===== config.mk =====
export PLATFORM = sky130hd
export DESIGN_NAME = vidctl_regport
export DESIGN_NICKNAME = d
export VERILOG_FILES = /design/src/rtl/vcr_pkg.sv /design/src/rtl/vcr_cmd_decode.sv /design/src/rtl/vcr_regfile.sv /design/src/rtl/vcr_ilace_stage.sv /design/src/rtl/vcr_status.sv /design/src/rtl/vidctl_regport.sv
export SDC_FILE = /design/constraint.sdc
export NUM_CORES = 1
export LEC_CHECK = 0
export ABC_AREA = 1
export BUFFER_PORTS_ARGS = -buffer_cell sky130_fd_sc_hd__buf_2
export CORE_MARGIN = 4
export CORE_UTILIZATION = 45
export DETAILED_ROUTE_END_ITERATION = 8
export PLACE_DENSITY_LB_ADDON = 0.3
export SLEW_MARGIN = 20
export SYNTH_ARGS = -nofsm -noshare
export SYNTH_HDL_FRONTEND = slang
export SYNTH_SLANG_ARGS = --single-unit

===== constraint.sdc =====
create_clock -name clk -period 1.52 [get_ports clk]
set_clock_uncertainty 0.2 [all_clocks]
set_input_delay 0.228 -clock clk [delete_from_list [all_inputs] [get_ports clk]]
set_output_delay 0.228 -clock clk [all_outputs]
set_load 0.005 [all_outputs]

===== src/rtl/vcr_pkg.sv =====
package vcr_pkg;
    localparam int DATA_W   = 16;
    localparam int REG_W    = 8;
    localparam int NUM_REGS = 24;
    localparam int IDX_W    = 5;
    localparam logic [2:0] REG_PREFIX = 3'b100;
    localparam logic [5:0] STAT_FIXED = 6'b001101;
    localparam logic [IDX_W-1:0] LAST_IDX = IDX_W'(NUM_REGS - 1);

    localparam int IX_MODE2  = 1;
    localparam int IX_PLANEA = 2;
    localparam int IX_WINDOW = 3;
    localparam int IX_PLANEB = 4;
    localparam int IX_SPRITE = 5;
    localparam int IX_MODE3  = 11;
    localparam int IX_MODE4  = 12;
    localparam int IX_HSCR   = 13;
    localparam int IX_AUTOIN = 15;

    typedef struct packed {
        logic               reg_wr;
        logic [IDX_W-1:0]   idx;
        logic [REG_W-1:0]   val;
        logic               cmd_pass;
        logic [DATA_W-1:0]  word;
    } ctl_dec_t;

    typedef struct packed {
        logic fifo_empty;
        logic fifo_full;
        logic odd_frame;
        logic vblank;
        logic hblank;
        logic dma_busy;
        logic pal_sys;
    } stat_live_t;

    typedef struct packed {
        logic vint;
        logic spr_ovf;
        logic spr_coll;
    } stat_evt_t;

    // Extract a field of width wid starting at bit lo of a register value,
    // then place it with its least significant bit at address bit alsb.
    function automatic logic [DATA_W-1:0] table_base(
        input logic [REG_W-1:0] v, input int lo, input int wid, input int alsb);
        logic [REG_W-1:0] f;
        f = (v >> lo) & REG_W'((1 << wid) - 1);
        return DATA_W'(f) << alsb;
    endfunction
endpackage


===== src/rtl/vcr_cmd_decode.sv =====
module vcr_cmd_decode
    import vcr_pkg::*;
(
    input  logic              wr,
    input  logic [DATA_W-1:0] word,
    output ctl_dec_t          dec
);
    logic is_reg;
    always_comb begin
        is_reg       = (word[15:13] == REG_PREFIX);
        dec.word     = word;
        dec.idx      = word[12:8];
        dec.val      = word[7:0];
        dec.reg_wr   = wr && is_reg && (word[12:8] <= LAST_IDX);
        dec.cmd_pass = wr && !is_reg;
    end
endmodule


===== src/rtl/vcr_regfile.sv =====
module vcr_regfile
    import vcr_pkg::*;
#(
    parameter int N  = NUM_REGS,
    parameter int W  = REG_W,
    parameter int IW = IDX_W
) (
    input  logic                 clk,
    input  logic                 rst,
    input  logic                 we,
    input  logic [IW-1:0]        idx,
    input  logic [W-1:0]         val,
    output logic [N-1:0][W-1:0]  regs
);
    for (genvar g = 0; g < N; g++) begin : g_reg
        always_ff @(posedge clk) begin
            if (rst)
                regs[g] <= '0;
            else if (we && idx == IW'(g))
                regs[g] <= val;
        end
    end

    AST_REG_WRITE_LANDS: assert property (@(posedge clk) disable iff (rst)
        we |=> regs[$past(idx)] == $past(val));
endmodule


===== src/rtl/vcr_ilace_stage.sv =====
module vcr_ilace_stage (
    input  logic       clk,
    input  logic       rst,
    input  logic       vblank,
    input  logic [1:0] pending,
    output logic [1:0] active
);
    logic vb_q;
    logic vb_rise;

    always_comb vb_rise = vblank && !vb_q;

    always_ff @(posedge clk) begin
        if (rst) begin
            vb_q   <= 1'b0;
            active <= 2'b00;
        end else begin
            vb_q <= vblank;
            if (vb_rise)
                active <= pending;
        end
    end

    AST_ILACE_HOLD: assert property (@(posedge clk) disable iff (rst)
        !vb_rise |=> $stable(active));
    AST_ILACE_APPLY: assert property (@(posedge clk) disable iff (rst)
        vb_rise |=> active == $past(pending));
endmodule


===== src/rtl/vcr_status.sv =====
module vcr_status
    import vcr_pkg::*;
(
    input  logic              clk,
    input  logic              rst,
    input  logic              rd,
    input  stat_evt_t         evt,
    input  stat_live_t        live,
    output logic [DATA_W-1:0] stat
);
    stat_evt_t flags;

    always_ff @(posedge clk) begin
        if (rst)
            flags <= '0;
        else
            flags <= evt | (rd ? stat_evt_t'('0) : flags);
    end

    always_comb begin
        stat = {STAT_FIXED, live.fifo_empty, live.fifo_full,
                flags.vint, flags.spr_ovf, flags.spr_coll,
                live.odd_frame, live.vblank, live.hblank,
                live.dma_busy, live.pal_sys};
    end

    AST_VINT_STICKY: assert property (@(posedge clk) disable iff (rst)
        evt.vint |=> stat[7]);
    AST_READ_CLEARS: assert property (@(posedge clk) disable iff (rst)
        (rd && !evt.vint && !evt.spr_ovf && !evt.spr_coll) |=> stat[7:5] == 3'b000);
    AST_FLAG_HOLDS: assert property (@(posedge clk) disable iff (rst)
        (!rd && stat[6]) |=> stat[6]);
endmodule


===== src/rtl/vidctl_regport.sv =====
module vidctl_regport
    import vcr_pkg::*;
(
    input  logic        clk,
    input  logic        rst,
    input  logic        ctl_wr,
    input  logic [15:0] ctl_wdata,
    input  logic        ctl_rd,
    output logic [15:0] stat_rdata,
    input  logic        fifo_empty,
    input  logic        fifo_full,
    input  logic        vint_evt,
    input  logic        spr_ovf_evt,
    input  logic        spr_coll_evt,
    input  logic        odd_frame,
    input  logic        vblank,
    input  logic        hblank,
    input  logic        dma_busy,
    input  logic        pal_sys,
    output logic        disp_en,
    output logic        vint_en,
    output logic        dma_en,
    output logic        tall_mode,
    output logic        vscroll_col,
    output logic [1:0]  hscroll_mode,
    output logic [1:0]  ilace_mode,
    output logic [7:0]  addr_inc,
    output logic [15:0] plane_a_base,
    output logic [15:0] plane_b_base,
    output logic [15:0] window_base,
    output logic [15:0] sprite_base,
    output logic [15:0] hscroll_base,
    output logic        addr_cmd_stb,
    output logic [15:0] addr_cmd_word
);
    ctl_dec_t                          dec;
    logic [NUM_REGS-1:0][REG_W-1:0]    regs;
    stat_evt_t                         evt;
    stat_live_t                        live;

    vcr_cmd_decode u_dec (
        .wr   (ctl_wr),
        .word (ctl_wdata),
        .dec  (dec)
    );

    vcr_regfile #(.N(NUM_REGS), .W(REG_W), .IW(IDX_W)) u_regs (
        .clk  (clk),
        .rst  (rst),
        .we   (dec.reg_wr),
        .idx  (dec.idx),
        .val  (dec.val),
        .regs (regs)
    );

    vcr_ilace_stage u_ilace (
        .clk     (clk),
        .rst     (rst),
        .vblank  (vblank),
        .pending (regs[IX_MODE4][2:1]),
        .active  (ilace_mode)
    );

    always_comb begin
        evt  = '{vint: vint_evt, spr_ovf: spr_ovf_evt, spr_coll: spr_coll_evt};
        live = '{fifo_empty: fifo_empty, fifo_full: fifo_full, odd_frame: odd_frame,
                 vblank: vblank, hblank: hblank, dma_busy: dma_busy, pal_sys: pal_sys};
    end

    vcr_status u_stat (
        .clk  (clk),
        .rst  (rst),
        .rd   (ctl_rd),
        .evt  (evt),
        .live (live),
        .stat (stat_rdata)
    );

    // Decoded configuration fields
    always_comb begin
        disp_en      = regs[IX_MODE2][6];
        vint_en      = regs[IX_MODE2][5];
        dma_en       = regs[IX_MODE2][4];
        tall_mode    = regs[IX_MODE2][3];
        vscroll_col  = regs[IX_MODE3][2];
        hscroll_mode = regs[IX_MODE3][1:0];
        addr_inc     = regs[IX_AUTOIN];
        plane_a_base = table_base(regs[IX_PLANEA], 3, 3, 13);
        plane_b_base = table_base(regs[IX_PLANEB], 0, 3, 13);
        window_base  = table_base(regs[IX_WINDOW], 1, 5, 11);
        sprite_base  = table_base(regs[IX_SPRITE], 0, 7, 9);
        hscroll_base = table_base(regs[IX_HSCR],   0, 6, 10);
    end

    // Address-command pass-through
    always_ff @(posedge clk) begin
        if (rst) begin
            addr_cmd_stb  <= 1'b0;
            addr_cmd_word <= '0;
        end else begin
            addr_cmd_stb <= dec.cmd_pass;
            if (dec.cmd_pass)
                addr_cmd_word <= dec.word;
        end
    end

    AST_PASS_STROBE: assert property (@(posedge clk) disable iff (rst)
        (ctl_wr && ctl_wdata[15:13] != 3'b100) |=> addr_cmd_stb && addr_cmd_word == $past(ctl_wdata));
    AST_STROBE_ONLY_AFTER_CMD: assert property (@(posedge clk) disable iff (rst)
        !(ctl_wr && ctl_wdata[15:13] != 3'b100) |=> !addr_cmd_stb);
    AST_HIGH_REG_IGNORED: assert property (@(posedge clk) disable iff (rst)
        (ctl_wr && ctl_wdata[15:13] == 3'b100 && ctl_wdata[12:8] > 5'h17)
        |=> $stable(addr_inc) && $stable(plane_a_base) && $stable(disp_en) && !addr_cmd_stb);
    AST_AUTOINC_WRITE: assert property (@(posedge clk) disable iff (rst)
        (ctl_wr && ctl_wdata[15:8] == 8'h8F) |=> addr_inc == $past(ctl_wdata[7:0]));
endmodule


* Word level (Yosys, flattened, before mapping)
Index checks and enable logic that the tools add are counted.
** Word-level totals
- Input port bits :: 30
- Logic and storage cells :: 44
- Output and inout bits :: 130
- Flip-flop bits (word level) :: 72
** Operators by class
- Reduce and logical (&&, ||, !) cells :: 15
- Bitwise operators :: 1
- Muxes and demuxes :: 1
- Equal/unequal tests :: 10
- Order comparisons :: 1
** Operators by type and width (number)
- == test 5 x 4 -> 1 bit, second input constant :: 4
- logical AND 1 bit :: 13
- == test 5 x 2 -> 1 bit, second input constant :: 2
- == test 5 x 3 -> 1 bit, second input constant :: 2
- == test 5 x 1 -> 1 bit, second input constant :: 1
- <= comparator 5 bit, second input constant :: 1
- == test 3 bit, second input constant :: 1
- two-way mux 3 bit :: 1
- bitwise OR 3 bit :: 1
- zero test 1 bit :: 2

* Longest topological paths before layout
- Depth after elaboration :: 4
- Mapped depth :: 8
- Depth with buffers taken out :: 7

* By module
From an unflattened synthesis, not the netlist that was laid out.
** Second synthesis, totals
- Cell total of the unflattened synthesis :: 1605
- Area, all modules :: 10223.6 um^2
** By module, submodules not included
- vcr_regfile :: seq. area each 3843.7 um^2, instances 1, area each 8456.9 um^2, cells an instance 1361
- vidctl_regport :: seq. area each 340.3 um^2, instances 1, area each 1191.1 um^2, cells an instance 162
- vcr_cmd_decode :: seq. area each 0.0 um^2, instances 1, area each 247.7 um^2, cells an instance 36
- vcr_status :: seq. area each 60.1 um^2, instances 1, area each 206.4 um^2, cells an instance 28
- vcr_ilace_stage :: seq. area each 60.1 um^2, instances 1, area each 121.4 um^2, cells an instance 18

* Least setup slack after synthesis
OpenSTA, ideal clock, no wires.
- Path type :: input -> register
- Start point :: in ctl_wr
- End point :: reg u_regs.regs[105] (netlist name)
- Data arrival time :: 1034 ps
- Buffers on the path :: 2
- Stages on the path :: 7
- Required time :: 1207 ps
- Path slack :: 173 ps
- Library setup time :: 113 ps
- Cells stage by stage :: buf_4 nand2_1 nor2_4 buf_6 nand3_1 nand2_1 nor2_1
** On the way
- Longest elaborated chain between the ends :: 3
** Ends and longest elaborated chain
- start: declaration :: RTL line vidctl_regport.sv:6 : input logic ctl_wr,
- logical AND 1 bit (2 in a row) :: RTL line vcr_cmd_decode.sv:14 : dec.reg_wr = wr && is_reg && (word[12:8] <= LAST_IDX);
- logical AND 1 bit :: RTL line vcr_regfile.sv:19 : else if (we && idx == IW'(g))
- end signal: indexed assignment :: RTL line vcr_regfile.sv:20 : regs[g] <= val;
- end: declaration :: RTL line vcr_regfile.sv:13 : output logic [N-1:0][W-1:0] regs
Every way passes these cells.
A chain may end at the register's enable or synchronous reset.

* Worst setup path in the final report
- Start point :: in vblank
- End point :: out stat_rdata[3]
** RTL lines
- start: declaration :: RTL line vidctl_regport.sv:16 : input logic vblank,
- end: declaration :: RTL line vidctl_regport.sv:9 : output logic [15:0] stat_rdata,
No word-level cell between the ends.

==> flow_metrics.tcl <==
set metrics [dict create \
    clock_sinks 64 \
    antenna_found_initial 0 \
    viasPerCell 4.52 \
    portBuffers 85 \
    grt_pass1_vias 2686 \
    ant_nets 0 \
    rsz0062_at_grt "false" \
    drtIter0Drc 94 \
    clkTransAtPathRegs_ns 0.07 \
    htreeDepth 3 \
    hold_class "in -> reg" \
    num_rows 31 \
    grt-busiest-layer "met2" \
    die-area_um2 9140 \
    grt_max_degree 45 \
    placed_cells 611 \
    drtPass1Iterations 4 \
    grt_pass1_wl_mm 12.7 \
    place_area_um2 3450 \
    cts_resized 0 \
    io_pins 160 \
    postSynthCellCount 477 \
    drv_slew 0 \
    multiInputGateArea_um2 1410 \
    crit_path_max_incr_delay_ns 0.54 \
    cp_max_fo 2 \
    fin_area_um2 3770 \
    die_h_um 95.6 \
    routed-via-count 2908 \
    nNetsFinal 570 \
    drive_above_1_share 0.221 \
    wirelength_mm 7.87 \
    p_per_area_nw_per_um2 887 \
    layoutNonFillerInstCount 643 \
    setup_viol 0 \
    post-route-min-period_ns 1.44 \
    core-area_um2 7370 \
    arrival_ns 1.01 \
    cts_root_buffer "clkbuf_8" \
    worstPathCellList "dlygate4sd3_1, buf_2, buf_2" \
    yosysSeqAreaShare 0.371 \
    clockBufferDepth 2 \
    cellLeakagePower_nw 1.87 \
    met3_usage 0.0710 \
    fin_tns_setup_ns 0 \
    max_cap_violations 0 \
    finalCritPeriodShare 0.949 \
    cp.required_ns 1.09 \
    final_cell_mix "nor2_1 (85), buf_2 (85), nand2_1 (68)" \
    start_util 0.469 \
    fill_cells 767 \
    crit_slowest_cell "dlygate4sd3_1" \
    cts_tree "built" \
    status "finished, final reports clean" \
    grt-ovfl-total 0 \
    ys_warn_count 0 \
    synth_area_um2 3450 \
    crit_top_cell "buf_2" \
    pre_cts_ws_ns 0.0538 \
    cts_made_buffers 9 \
    hold_viol_final 0 \
    vdd_drop_max_uv 588 \
    p_total_mw 3.35 \
    use_met1 0.219 \
    worstSetupStartpointType "input port" \
    crit_type "in -> out" \
    drcViolationCount 0 \
    area_growth_pct 9.16 \
    gp_congestion 0.851 \
    syn_area_per_cell_um2 7.24 \
    dieWidth_um 95.6 \
    wl_per_cell_um 12.2 \
    max_freq_mhz 693 \
    worstSkewPairLatency_ns 0.34 \
    grt_usage 0.179 \
    antenna-diode-count 0 \
    dp_hpwl_mm 5.59 \
    yosys_register_bits 64 \
    synth_cell_types 20 \
    register_area_um2 1280 \
    grt_use_met2 0.292 \
    timing.final.ws_setup_ns 0.0771 \
    worstSetupEndpointType "output port" \
]
## cell usage after synthesis
cell / n / area, um^2
a21oi_1: 42 / 210
buf_1: 1 / 3.75
buf_2: 1 / 5.00
buf_4: 107 / 803
buf_6: 6 / 67.6
clkbuf_1: 6 / 22.5
clkinv_1: 1 / 3.75
conb_1: 2 / 7.51
dfxtp_1: 64 / 1280
inv_1: 18 / 67.6
inv_2: 3 / 11.3
nand2_1: 68 / 255
nand2_2: 1 / 6.26
nand3_1: 62 / 310
nand3_2: 1 / 10.0
nand3b_1: 1 / 7.51
nor2_1: 85 / 319
nor2_2: 3 / 18.8
nor2_4: 3 / 33.8
o21ai_0: 2 / 10.0
## cell type report
class / instances / share of cell area
clock buffer: 11 / 0.0348
clock inverter: 4 / 0.00597
inverter: 22 / 0.0219
multi-input combinational: 330 / 0.375
sequential: 64 / 0.340
tap: 99 / 0.0328
timing repair buffer: 113 / 0.190
## power by group
group / total, mW / internal, mW / switching (mW) / leakage (nW)
Sequential: 1.73 / 1.71 / 0.0196 / 0.520
Combinational: 0.396 / 0.150 / 0.246 / 1.27
Clock: 1.22 / 0.575 / 0.642 / 0.0789
## worst paths after layout
kind                            slack (ns)                        endpoint                     startpoint  cells after the start
worst max register to register        0.55  u_ilace.active[1]$_SDFFE_PP0P_        u_ilace.vb_q$_SDFF_PP0_                      4
worst min register to register        0.26   addr_cmd_word[8]$_SDFFE_PP0P_  addr_cmd_word[8]$_SDFFE_PP0P_                      2
worst max-delay path                  0.08                   stat_rdata[3]                         vblank                      3
worst min-delay path                  0.01  addr_cmd_word[12]$_SDFFE_PP0P_                  ctl_wdata[12]                      3
## cell families after synthesis
| family | Yosys count | synth area share |
|---|---|---|
| other cells | 2 | 0.00217 |
| flops | 64 | 0.371 |
| simple gates | 224 | 0.278 |
| compound gates | 44 | 0.0637 |
| buf+inv | 143 | 0.285 |
## stage by stage
stage	utilization	hold slack (ns)
finish	0.512	0.0100
global route	0.512	0.0102
detailed placement	0.468	0.242
floorplan	-	0.0971
global placement	0.468	0.233
CTS	0.512	0.00411
## layer usage
metal  up-vias  routed length [um]
met2       113                3830
met4         0                  68
met5         -                   0
li1       1469                   -
met1      1318                3280
met3         8                 686
## flip-flops by register name, indices dropped and copies added, names as in the netlist
name,count
u_ilace.active,2
addr_cmd_word,16
addr_cmd_stb,1
u_stat.stat,3
u_regs.regs,41
u_ilace.vb_q,1
## critical path, delay by kind of cell
kind     cells  cell delay [ns]
buf+inv      3             0.79
## timing repair
item                      in CTS  in global routing
buffers inserted               0                  0
hold buffers                  17                  0
hold endpoints to repair      16                  0
No activity file was read; power rests on OpenSTA's default activity.
